### config.mk
export PLATFORM = sky130hd
export DESIGN_NAME = trap_seq
export DESIGN_NICKNAME = d
export VERILOG_FILES = /design/src/rtl/trap_seq_pkg.sv /design/src/rtl/trap_seq_ctrl.sv /design/src/rtl/trap_seq_dp.sv /design/src/rtl/trap_seq.sv
export SDC_FILE = /design/constraint.sdc
export NUM_CORES = 1
export LEC_CHECK = 0
export BUFFER_PORTS_ARGS = -buffer_cell sky130_fd_sc_hd__buf_4
export CORE_AREA = 2 2 81 83
export DETAILED_ROUTE_END_ITERATION = 16
export DIE_AREA = 0 0 83 85
export MAX_ROUTING_LAYER = met4
export PLACE_DENSITY = 0.78
export SLEW_MARGIN = 20
export SYNTH_ARGS = -nofsm -noshare
export SYNTH_HDL_FRONTEND = slang
export SYNTH_SLANG_ARGS = --single-unit
### constraint.sdc
create_clock -name clk -period 2 [get_ports clk]
set_clock_uncertainty 0.05 [all_clocks]
set_input_delay 0.5 -clock clk [delete_from_list [all_inputs] [get_ports clk]]
set_output_delay 0.5 -clock clk [all_outputs]
set_load 0.005 [all_outputs]
### src/rtl/trap_seq_pkg.sv
package trap_seq_pkg;

  typedef enum logic [2:0] {
    ST_IDLE,
    ST_CALC,
    ST_READ,
    ST_WAIT,
    ST_LINK,
    ST_LOADPC,
    ST_DONE,
    ST_RET
  } seqState_t;

  // strobes from control to datapath
  typedef struct packed {
    logic capTrap;   // latch vector and return address
    logic capRet;    // latch link value for a return
    logic formAddr;  // build table address
    logic grabWord;  // latch table word
    logic selRet;    // pcNext comes from link value
  } seqStrobe_t;

endpackage

### src/rtl/trap_seq_ctrl.sv
module trap_seq_ctrl
  import trap_seq_pkg::*;
(
  input  logic       clk,
  input  logic       rstN,
  input  logic       trapReq,
  input  logic       retReq,
  input  logic       memRdy,
  output seqStrobe_t strb,
  output logic       memRdEn,
  output logic       regWrEn,
  output logic       pcLoad,
  output logic       busy
);

  seqState_t curState, nxtState;

  always_ff @(posedge clk) begin
    if (!rstN) curState <= ST_IDLE;
    else       curState <= nxtState;
  end

  always_comb begin
    nxtState = curState;
    unique case (curState)
      ST_IDLE: begin
        if (trapReq)     nxtState = ST_CALC;
        else if (retReq) nxtState = ST_RET;
      end
      ST_CALC:   nxtState = ST_READ;
      ST_READ:   nxtState = ST_WAIT;
      ST_WAIT:   if (memRdy) nxtState = ST_LINK;
      ST_LINK:   nxtState = ST_LOADPC;
      ST_LOADPC: nxtState = ST_DONE;
      ST_DONE:   nxtState = ST_IDLE;
      ST_RET:    nxtState = ST_IDLE;
      default:   nxtState = ST_IDLE;
    endcase
  end

  always_comb begin
    strb          = '0;
    strb.capTrap  = (curState == ST_IDLE) && trapReq;
    strb.capRet   = (curState == ST_IDLE) && retReq && !trapReq;
    strb.formAddr = (curState == ST_CALC);
    strb.grabWord = (curState == ST_WAIT) && memRdy;
    strb.selRet   = (curState == ST_RET);
  end

  assign memRdEn = (curState == ST_READ);
  assign regWrEn = (curState == ST_LINK);
  assign pcLoad  = (curState == ST_LOADPC) || (curState == ST_RET);
  assign busy    = (curState != ST_IDLE) && (curState != ST_DONE);

  AST_RD_PULSE: assert property (@(posedge clk) disable iff (!rstN)
    memRdEn |=> !memRdEn);
  AST_LINK_AFTER_RDY: assert property (@(posedge clk) disable iff (!rstN)
    (curState == ST_WAIT && memRdy) |=> regWrEn);
  AST_NO_EARLY_LINK: assert property (@(posedge clk) disable iff (!rstN)
    (curState == ST_WAIT && !memRdy) |=> !regWrEn && !pcLoad);
  AST_PC_AFTER_LINK: assert property (@(posedge clk) disable iff (!rstN)
    regWrEn |=> pcLoad);
  AST_ONE_STROBE: assert property (@(posedge clk) disable iff (!rstN)
    $onehot0({memRdEn, regWrEn, pcLoad}));
  AST_BUSY_DROP: assert property (@(posedge clk) disable iff (!rstN)
    pcLoad |=> !busy);

endmodule

### src/rtl/trap_seq_dp.sv
module trap_seq_dp
  import trap_seq_pkg::*;
#(
  parameter int ADDR_W = 16,
  parameter int VEC_W  = 8
) (
  input  logic              clk,
  input  logic              rstN,
  input  seqStrobe_t        strb,
  input  logic [VEC_W-1:0]  trapVec,
  input  logic [ADDR_W-1:0] pcIn,
  input  logic [ADDR_W-1:0] linkVal,
  input  logic [ADDR_W-1:0] memRdData,
  output logic [ADDR_W-1:0] memAddr,
  output logic [ADDR_W-1:0] regWrData,
  output logic [ADDR_W-1:0] pcNext
);

  localparam int PAD_W = ADDR_W - VEC_W;

  logic [VEC_W-1:0]  vecReg;
  logic [ADDR_W-1:0] retAddrReg;
  logic [ADDR_W-1:0] tblAddrReg;
  logic [ADDR_W-1:0] targetReg;
  logic [ADDR_W-1:0] linkReg;

  always_ff @(posedge clk) begin
    if (!rstN) begin
      vecReg     <= '0;
      retAddrReg <= '0;
      tblAddrReg <= '0;
      targetReg  <= '0;
      linkReg    <= '0;
    end else begin
      if (strb.capTrap) begin
        vecReg     <= trapVec;
        retAddrReg <= pcIn;
      end
      if (strb.formAddr) tblAddrReg <= {{PAD_W{1'b0}}, vecReg};
      if (strb.grabWord) targetReg  <= memRdData;
      if (strb.capRet)   linkReg    <= linkVal;
    end
  end

  assign memAddr   = tblAddrReg;
  assign regWrData = retAddrReg;
  assign pcNext    = strb.selRet ? linkReg : targetReg;

  AST_LINK_HELD: assert property (@(posedge clk) disable iff (!rstN)
    !strb.capTrap |=> $stable(retAddrReg));
  AST_TARGET_HELD: assert property (@(posedge clk) disable iff (!rstN)
    !strb.grabWord |=> $stable(targetReg));

endmodule

### src/rtl/trap_seq.sv
module trap_seq
  import trap_seq_pkg::*;
#(
  parameter int ADDR_W    = 16,
  parameter int VEC_W     = 8,
  parameter int REG_IDX_W = 3,
  parameter int LINK_REG  = 7
) (
  input  logic                 clk,
  input  logic                 rstN,
  input  logic                 trapReq,
  input  logic [VEC_W-1:0]     trapVec,
  input  logic [ADDR_W-1:0]    pcIn,
  input  logic                 retReq,
  input  logic [ADDR_W-1:0]    linkVal,
  output logic                 memRdEn,
  output logic [ADDR_W-1:0]    memAddr,
  input  logic                 memRdy,
  input  logic [ADDR_W-1:0]    memRdData,
  output logic                 regWrEn,
  output logic [REG_IDX_W-1:0] regWrIdx,
  output logic [ADDR_W-1:0]    regWrData,
  output logic                 pcLoad,
  output logic [ADDR_W-1:0]    pcNext,
  output logic                 busy
);

  localparam logic [REG_IDX_W-1:0] LINK_IDX = REG_IDX_W'(LINK_REG);

  seqStrobe_t strb;

  trap_seq_ctrl u_ctrl (
    .clk     (clk),
    .rstN    (rstN),
    .trapReq (trapReq),
    .retReq  (retReq),
    .memRdy  (memRdy),
    .strb    (strb),
    .memRdEn (memRdEn),
    .regWrEn (regWrEn),
    .pcLoad  (pcLoad),
    .busy    (busy)
  );

  trap_seq_dp #(
    .ADDR_W (ADDR_W),
    .VEC_W  (VEC_W)
  ) u_dp (
    .clk       (clk),
    .rstN      (rstN),
    .strb      (strb),
    .trapVec   (trapVec),
    .pcIn      (pcIn),
    .linkVal   (linkVal),
    .memRdData (memRdData),
    .memAddr   (memAddr),
    .regWrData (regWrData),
    .pcNext    (pcNext)
  );

  assign regWrIdx = LINK_IDX;

endmodule

# == Yosys cells after proc, flatten, opt, wreduce, memory -nomap -nowiden ==
# Index checks and enable logic that the tools add are counted.
# word_totals
regBits,67
in_bits,61
output_inout_bits,55
elab_cells,32
# classes
eq_ne,10
n_mux,5
reduce_logical,11
# op_table
cell,count
one-hot mux 3 bit (7 select lines),1
2-to-1 mux 16 bit,1
"== test 3 bit, second input constant",4
2-to-1 mux 3 bit,3
"== test 3 x 2 -> 1 bit, second input constant",2
"!= test 3 bit, second input constant",2
logical AND 1 bit,5
"== test 3 x 1 -> 1 bit, second input constant",1
zero test 3 bit,1
nonzero test 3 bit,1
"!= test 2 bit, second input constant",1
AND reduction 2 bit,1
OR reduction 2 bit,1
zero test 1 bit,1
logical OR 1 bit,1

# == Logic depth before layout (Yosys ltp) ==
# Gate-level depths: netlist of the first run.
# logic_depth
ltp_word,3
mapped_depth,5
ltp_nobuf,3

# == Cells and area by module ==
# A second synthesis of the first run with hierarchy kept.
# hier_totals
hier_cells,267
area_unflattened_um2,3036.7
# modules_own_cells
mod,n_inst,cells_each,area_each_um2,seq_area_each_um2
trap_seq_dp,1,234,2786.4,1281.2
trap_seq_ctrl,1,29,224.0,60.1
trap_seq,1,4,26.3,0.0

# == Worst setup path after synthesis of the first run ==
# No wires, ideal clock.
# synth_path
path_type,flip-flop to output port
start,reg u_ctrl.curState[2]
end,out pcNext[0]
arrival_time_ps,1228
required_ps,1450
slack_ps,222
path_stages_with_launch,5
n_path_buf,2
cell_sequence,dfxtp_1 buf_2 nand3_2 buf_2 mux2_1
# synth_between
elab_chain_len,2
# synth_lines
item,line,rtl
from (decl),trap_seq_ctrl.sv:16,"seqState_t curState, nxtState;"
from (signal assigned),trap_seq_ctrl.sv:20,else curState <= nxtState;
== test 3 bit,trap_seq_ctrl.sv:47,strb.selRet = (curState == ST_RET);
2-to-1 mux 16 bit,trap_seq_dp.sv:47,assign pcNext = strb.selRet ? linkReg : targetReg;
to (decl),trap_seq.sv:24,"output logic [ADDR_W-1:0] pcNext,"
# Every way passes these cells.

# == Worst setup path in the final report of the first run ==
# layout_path
start,reg u_ctrl.curState[0]
end,out pcNext[15]
# Same word-level chain as after synthesis.

==> impl_metrics.ini, run 1 <==
[timing]
rsz0062_at_grt = true
number_of_setup_violations_in_the_final_report = 0
maxClockFrequency_mhz = 511
min_period_over_period_pct = 97.8
slew_violations = 0
post-route-min-period_ns = 1.96
hold_viol = 0

[flow_run]
max_cap_violations = 0

[yosys]
synthesis.instances = 329
syn-mean-instance-area_um2 = 8.84
netlist_top_cells_area = dfxtp_1 (46%), nand2_1 (11%), mux2i_1 (8.3%)
syn_area_um2 = 2910
ys_seq_elements = 67
portion_of_the_post_synthesis_area_used_by_sequential_elements_pct = 46.1
synth-edff-count = 0
ys_async_sr_fraction_pct = 0
ys_warn_count = 0
yosysTopAreaCellShare_pct = 46.1
yosysUniqueCellTypes = 30
synth_top_flop_cell = dfxtp_1
post_synth_top_area_cell = dfxtp_1

[clock_tree]
cts_hold_buf = 0
clock_buffer_count_from_cts = 9
cts-htree-levels = 3
number_of_buffers_inserted_to_repair_setup_after_cts = 0
clock_tree.root_cell = clkbuf_8
worst_setup_hold_path_clk_slew_ns = 0.07
worst_skew_pair.late_latency_ns = 0.33
ctsLongestPathBuffers = 2
postCtsResizedCells = 0
cts_tree = yes
cts.sink_count = 67

[placed_design]
dpl.hpwl_mm = 4.61
portBuffers = 104
place.gp.congestion = 0.777
post_dp_cell_area_um2 = 3740

[layout]
n_fill_cell = 504
proportion_of_layout_cells_with_a_drive_suffix_above_1_pct = 31.8
most_frequent_cells_in_the_layout = buf_4 (112), nand2_1 (88), dfxtp_1 (64)
layout.cells.most_common = buf_4
area_growth_syn_to_layout_pct = 35.5
antennaDiodeCount = 0
fin_nets = 487
stdcell_area_um2 = 3940

[critical_path]
critical_path.max_stage_delay_ns = 0.34
critical-path-top-delay-family = flip-flops
critical_path.max_fanout = 16
worst_setup_path_end_kind = output port
crit_type = reg2out
buffers_plus_inverters_on_the_worst_setup_path = 2
timing.rr.start = u_ctrl.curState[2]
crit_slowest_cell = dfxtp_2
path_cells = nand3_2, buf_12, mux2_1, buf_4
timing.critical_path.arrival_ns = 1.41
startpoint_type = register
critical_path_required_ns = 1.45
startpoint = u_ctrl.curState[0]

[drt]
number_of_violations_reported_at_the_end_of_detailed_routing_iteration_0 = 103
dr_total_vias = 2548
detail_route.wl_per_cell_um = 12.9
drtAntennaViolNets = 0
vias_per_cell = 5.02
drt-pass1-iter-count = 4
wl_mm = 6.57
route.detailed.drc = 0

[power_and_ir_drop]
power_per_cell_area_nw_per_um2 = 776
total_leakage_power_uw = 0.00169
report.power.total_uw = 3060
ir_drop_worst_vdd_mv = 0.474

[die]
fp.dieW_um = 83
io-pin-count = 116
core_area_um2 = 6200
die_h_um = 85
floorplan.initialDensity_pct = 46.9
row_count = 29
die_area_um2 = 7060

[outcome]
outcome = finished, final reports clean

[hold_path]
worstHoldStart = pcIn[7]
worst_hold_path_type = in2reg

[global_routing]
grt_max_degree = 57
first_global_vias = 2410
overflow = 0
antenna_violations_before_repair = 0
globalRouteTotalUtil_pct = 19.5
grt_first_pass_wirelength_mm = 10.9
[worst min-delay path: cells and delay by family]
family	cells	cell delay, ns
AOI/OAI and AO/OA	1	0.06
and+or+nand+nor	1	0.05
buffers and inverters	1	0.07
[power breakdown]
part	switching (µW)	internal (µW)	total, µW
Combinational	234	269	503
Clock	492	609	1100
Sequential	41.0	1410	1460
[cell type report]
class	instances	area [µm²]	area share, %
clock inverter	4	50.0	1.27
clock buffer	12	145	3.68
multi-input combinational	233	1400	35.6
sequential	67	1350	34.1
tap	77	96.3	2.45
timing repair buffer	115	901	22.9
[synth_stat cells, types with 3 or more instances]
master    instances
o21ai_1          24
clkbuf_1         12
mux2_1           15
nor2b_1           8
buf_4            12
dfxtp_1          67
nand3_1          24
mux2i_1          24
buf_2            11
nand2b_1          3
nand2_1          88
nor3b_1           5
a21boi_1         17
[final timing paths]
path / end / slack [ns] / depth (start not counted)
setup reg to reg: u_dp.linkReg[13] / 0.29 / 5
hold reg to reg: u_dp.vecReg[5] / 0.40 / 2
setup / recovery: pcNext[15] / 0.04 / 4
hold / removal: u_dp.regWrData[7] / 0.34 / 3
[flip-flops by register name, indices dropped and copies added, names as in the netlist]
signal	flops
u_dp.vecReg	8
u_dp.targetReg	16
u_ctrl.curState	3
u_dp.memAddr	8
u_dp.regWrData	16
u_dp.linkReg	16
[through the flow]
| step | hold WS [ns] | setup WS [ns] | cells | util (%) | TNS (ns) |
|---|---|---|---|---|---|
| 6_report | 0.336 | 0.0438 | 508 | 63.5 | 0 |
| 5_1_grt | 0.324 | -0.0108 | 508 | 63.5 | -0.0261 |
| 4_1_cts | 0.320 | 0.00294 | 508 | 63.4 | 0 |
| 3_5_place_dp | 0.391 | 0.299 | 492 | 60.3 | 0 |
| 3_3_place_gp | 0.385 | 0.366 | 492 | 60.3 | 0 |
| 2_1_floorplan | 0.378 | 0.222 | 338 | - | 0 |
[kinds of logic (layout without fill, tap and decap cells)]
kind of cell | after synthesis | count (layout) | synth area share (%)
flip-flops | 67 | 67 | 46.1
other | 2 | 11 | 0.258
AND/OR/NAND/NOR | 136 | 136 | 21.7
multiplexers | 40 | 40 | 14.5
buffers and inverters | 38 | 131 | 7.49
AO/OA/AOI/OAI | 45 | 45 | 9.64
XOR/XNOR | 1 | 1 | 0.301
[metal layers]
metal	vias up	wire [µm]	track usage [%]
met3	9	579	5.84
met4	0	97	9.24
met2	107	3000	29.9
met1	1161	2900	23.6
met5	-	0	-
li1	1271	-	-
Note: power is estimated with default switching activity, not from simulation.
==> run 2, diff against run 1 <==
--- a/config.mk
+++ b/config.mk
@@ -11,6 +11,7 @@
 export DIE_AREA = 0 0 83 85
 export MAX_ROUTING_LAYER = met4
 export PLACE_DENSITY = 0.78
+export RECOVER_POWER = 25
 export SLEW_MARGIN = 20
 export SYNTH_ARGS = -nofsm -noshare
 export SYNTH_HDL_FRONTEND = slang
==> run 2 against run 1 <==
Clock power barely moved. Hold slack barely moved. Critical path depth did not move. Sequential power barely moved. Routed wire length rose by 0.27%. Global-route usage did not move. Utilization fell by 0.12 points. Die area did not move. Via count fell by 0.75%. Largest cell class unchanged.
==> impl_metrics.ini, run 2 (same netlist as run 1, synthesis figures left out) <==
[drt]
number_of_violations_reported_at_the_end_of_detailed_routing_iteration_0 = 114
wl_mm = 6.59
wl_met1_mm = 2.94
met3_length_um = 519
wl_met2_mm = 3.03
drtAntennaViolNets = 0
route.detailed.drc = 0
top_layer = met4
drt-pass1-iter-count = 4
detail_route.wl_per_cell_um = 13.0
dr_total_vias = 2529
vias_per_cell = 4.98

[die]
io-pin-count = 116
core_area_um2 = 6200
floorplan.initialDensity_pct = 46.9
fp.dieW_um = 83
row_count = 29
die_area_um2 = 7060
die_h_um = 85

[clock_tree]
clock_buffer_count_from_cts = 9
worst_skew_pair.late_latency_ns = 0.33
ctsLongestPathBuffers = 2
cts.sink_count = 67
cts_hold_buf = 0
worst_setup_hold_path_clk_slew_ns = 0.07
cts-htree-levels = 3
cts_tree = yes
clock_tree.root_cell = clkbuf_8

[layout]
n_fill_cell = 508
area_growth_syn_to_layout_pct = 35.2
stdcell_area_um2 = 3930
most_frequent_cells_in_the_layout = buf_4 (100), nand2_1 (88), dfxtp_1 (64)
proportion_of_layout_cells_with_a_drive_suffix_above_1_pct = 31.3
antennaDiodeCount = 0
fin_nets = 487
layout.cells.most_common = buf_4

[critical_path]
startpoint = u_ctrl.curState[0]
reg2reg_setup_slack_ns = 0.26
timing.rr.start = u_ctrl.curState[2]
r2r_cells = 5
critical_path_required_ns = 1.45
timing.critical_path.arrival_ns = 1.41
worst_setup_path_end_kind = output port
crit_slowest_cell = dfxtp_2
crit_type = reg2out
regToRegEndpoint = u_dp.targetReg[15]
path_cells = nand3_2, buf_12, mux2_1, buf_4
critical_path.max_fanout = 16
startpoint_type = register
worstSetupEndpoint = pcNext[15]
critical_path.max_stage_delay_ns = 0.34

[timing]
worst_slack_ns = 0.0443
post-route-min-period_ns = 1.96
tightestPinTransition_ns = 0.825
maxClockFrequency_mhz = 511
number_of_setup_violations_in_the_final_report = 0
min_period_over_period_pct = 97.8
hold_viol = 0
rsz0062_at_grt = true
fin_worst_hold_slack_ns = 0.336
slew_violations = 0
relSlewSlack_pct = 45.0

[flow_run]
max_cap_violations = 0

[global_routing]
overflow = 0
grt_max_degree = 57
grt_first_pass_wirelength_mm = 10.9
globalRouteTotalUtil_pct = 19.5
first_global_vias = 2410
antenna_violations_before_repair = 0

[outcome]
outcome = finished, final reports clean

[placed_design]
post-place-ws_ns = 0.299
dpl.hpwl_mm = 4.61
portBuffers = 104
post_dp_cell_area_um2 = 3740
place.gp.congestion = 0.777

[power_and_ir_drop]
total_leakage_power_uw = 0.00168
power_per_cell_area_nw_per_um2 = 778
ir_drop_worst_vdd_mv = 0.474

[hold_path]
worst_hold_path_type = in2reg
==> run 2: cell types whose count changed in the layout (fill, tap and decap cells not counted), sizes merged <==
cell / change
buf: -12
clkbuf: +12
==> run 2: stage by stage <==
stage / setup TNS (ns) / power [µW] / utilization (%) / std cells
6_report: 0 / 3060 / 63.4 / 508
5_1_grt: -0.0261 / 3210 / 63.4 / 508
4_1_cts: 0 / 3090 / 63.4 / 508
3_5_place_dp: 0 / 1990 / 60.3 / 492
3_3_place_gp: 0 / 1970 / 60.3 / 492
2_1_floorplan: 0 / 1760 / - / 338
==> run 2: worst min-delay path by stage <==
stage                         startpoint                 to  slack (ns)  cells after the start
after CTS                        pcIn[7]  u_dp.regWrData[7]        0.32                      3
after floorplan           u_dp.vecReg[0]     u_dp.vecReg[0]        0.38                      2
final                            pcIn[7]  u_dp.regWrData[7]        0.34                      3
after global routing          trapVec[0]     u_dp.vecReg[0]        0.32                      3
after global placement    u_dp.vecReg[1]     u_dp.vecReg[1]        0.39                      2
after detailed placement  u_dp.vecReg[5]     u_dp.vecReg[5]        0.39                      2
==> run 2: layer usage <==
layer | GRT usage, % | vias to the layer above
met1 | 23.6 | 1160
met2 | 29.9 | 92
met3 | 5.84 | 9
met4 | 9.24 | 0
li1 | - | 1268
met5 | - | -
==> run 2: repair_timing <==
action,CTS,global route
gates resized for setup,0,3
endpoints found under the setup margin,0,15
setup buffers,0,0
==> run 2: report_power, final <==
group | switching, µW | leakage [µW] | internal [µW]
sequential | 40.7 | 0.000546 | 1410
clock | 495 | 0.0000926 | 609
combinational | 234 | 0.00104 | 265
==> run 2: layout make-up <==
cell class | count | area [µm²] | share of cell area (%)
sequential | 67 | 1350 | 34.2
clock buffer | 12 | 145 | 3.69
tap | 77 | 96.3 | 2.45
timing repair buffer | 115 | 893 | 22.7
clock inverter | 4 | 50.0 | 1.27
multi-input combinational | 233 | 1400 | 35.7
==> run 2: worst max-delay path: cells and delay by family (launching register included) <==
kind                   cells  cell delay (ns)
flip-flops                 1             0.34
buffers and inverters      2             0.32
AND/OR/NAND/NOR            1             0.10
multiplexers               1             0.33
==> run 3, diff against run 2 <==
--- a/config.mk
+++ b/config.mk
@@ -10,7 +10,7 @@
 export DETAILED_ROUTE_END_ITERATION = 16
 export DIE_AREA = 0 0 83 85
 export MAX_ROUTING_LAYER = met4
-export PLACE_DENSITY = 0.78
+export PLACE_DENSITY = 0.9
 export RECOVER_POWER = 25
 export SLEW_MARGIN = 20
 export SYNTH_ARGS = -nofsm -noshare
==> run 3 against run 2 <==
Critical path depth did not move. Design area is 0.16% higher. Sequential share of layout area decreased by 0.054 points. Setup slack worse by 0.022 ns. Routed wire length up 2.7%. Clock-buffer cell count decreased by 1.
==> impl_metrics.ini, run 3 (same netlist as run 1, synthesis figures left out) <==
[drt]
top_layer = met4
detail_route.wl_per_cell_um = 13.3
route.detailed.drc = 0
wl_met1_mm = 2.89
wl_met2_mm = 3.19
number_of_violations_reported_at_the_end_of_detailed_routing_iteration_0 = 85
met3_length_um = 535
drtAntennaViolNets = 0
wl_mm = 6.77
dr_total_vias = 2537
drt-pass1-iter-count = 4
vias_per_cell = 4.98

[placed_design]
place.gp.congestion = 0.747
dpl.hpwl_mm = 4.83
post-place-ws_ns = 0.306
portBuffers = 104
post_dp_cell_area_um2 = 3750

[die]
floorplan.initialDensity_pct = 46.9
row_count = 29
die_area_um2 = 7060
core_area_um2 = 6200
die_h_um = 85
fp.dieW_um = 83
io-pin-count = 116

[hold_path]
worst_hold_path_type = in2reg

[timing]
min_period_over_period_pct = 98.9
tightestPinTransition_ns = 0.882
number_of_setup_violations_in_the_final_report = 0
worst_slack_ns = 0.0225
relSlewSlack_pct = 41.2
hold_viol = 0
maxClockFrequency_mhz = 506
slew_violations = 0
post-route-min-period_ns = 1.98
finalSetupTns_ns = 0
rsz0062_at_grt = true

[global_routing]
grt_first_pass_wirelength_mm = 11.0
first_global_vias = 2471
antenna_violations_before_repair = 0
grt_max_degree = 49
overflow = 0
globalRouteTotalUtil_pct = 20.0

[layout]
layout.cells.most_common = buf_4
antennaDiodeCount = 0
most_frequent_cells_in_the_layout = buf_4 (100), nand2_1 (88), dfxtp_1 (64)
proportion_of_layout_cells_with_a_drive_suffix_above_1_pct = 32.4
area_growth_syn_to_layout_pct = 35.5
fin_nets = 488
stdcell_area_um2 = 3940

[critical_path]
worst_setup_path_end_kind = output port
timing.critical_path.arrival_ns = 1.43
critical_path_required_ns = 1.45
startpoint_type = register
critical_path.max_fanout = 16
crit_type = reg2out

[power_and_ir_drop]
total_leakage_power_uw = 0.00168
report.power.total_uw = 3000
ir_drop_worst_vdd_mv = 0.516
power_per_cell_area_nw_per_um2 = 763

[clock_tree]
clock_buffer_count_from_cts = 9
worst_setup_hold_path_clk_slew_ns = 0.08
clock_tree.root_cell = clkbuf_8
cts_hold_buf = 0
worst_skew_pair.late_latency_ns = 0.33
ctsLongestPathBuffers = 2
cts-htree-levels = 3
cts_tree = yes
cts.sink_count = 67

[flow_run]
max_cap_violations = 0

[outcome]
outcome = finished, final reports clean
run 3: cell type report:
class                   count  area (µm²)
clock buffers              11         151
repair buffers            116         895
clock inverters             5        37.5
fillers                   508        2270
well taps                  77        96.3
flip-flops and latches     67        1350
multi-input cells         233        1410
run 3: layer usage:
layer  up-vias  global-route usage, %
met1      1153                   23.6
met4         0                   9.84
met5         -                      -
met3        15                   6.13
li1       1272                      -
met2        97                   31.1
run 3: stage by stage:
stage | util, % | cells | hold WS [ns]
finish | 63.5 | 509 | 0.336
detailed placement | 60.4 | 493 | 0.391
global route | 63.5 | 509 | 0.323
global placement | 60.4 | 493 | 0.386
floorplan | - | 338 | 0.378
CTS | 63.5 | 509 | 0.313
run 3: what timing repair did:
item                                    4_1_cts  5_1_grt
buffers inserted                              0        0
pin swaps                                     0        0
gates cloned                                  0        0
resized for setup                             3        3
endpoints found under the setup margin        9        8
run 3: final timing paths:
path | startpoint | end | slack, ns | cells after the start
setup / recovery | u_ctrl.curState[1] | pcNext[15] | 0.02 | 4
hold / removal | trapVec[4] | u_dp.vecReg[4] | 0.34 | 3
setup reg to reg | u_ctrl.curState[2] | u_dp.targetReg[9] | 0.14 | 5
hold reg to reg | u_dp.vecReg[2] | u_dp.vecReg[2] | 0.40 | 2
run 3: where the power goes:
group / switching, µW / internal (µW)
sequential: 40.7 / 1410
combinational: 239 / 267
clock: 524 / 519
run 3: worst max-delay path, cell delays in order, from the launching register on:
cell and delay (ns):
dfxtp_2 0.34, nand3_2 0.10, buf_12 0.17, mux2_1 0.34
buf_4 0.15
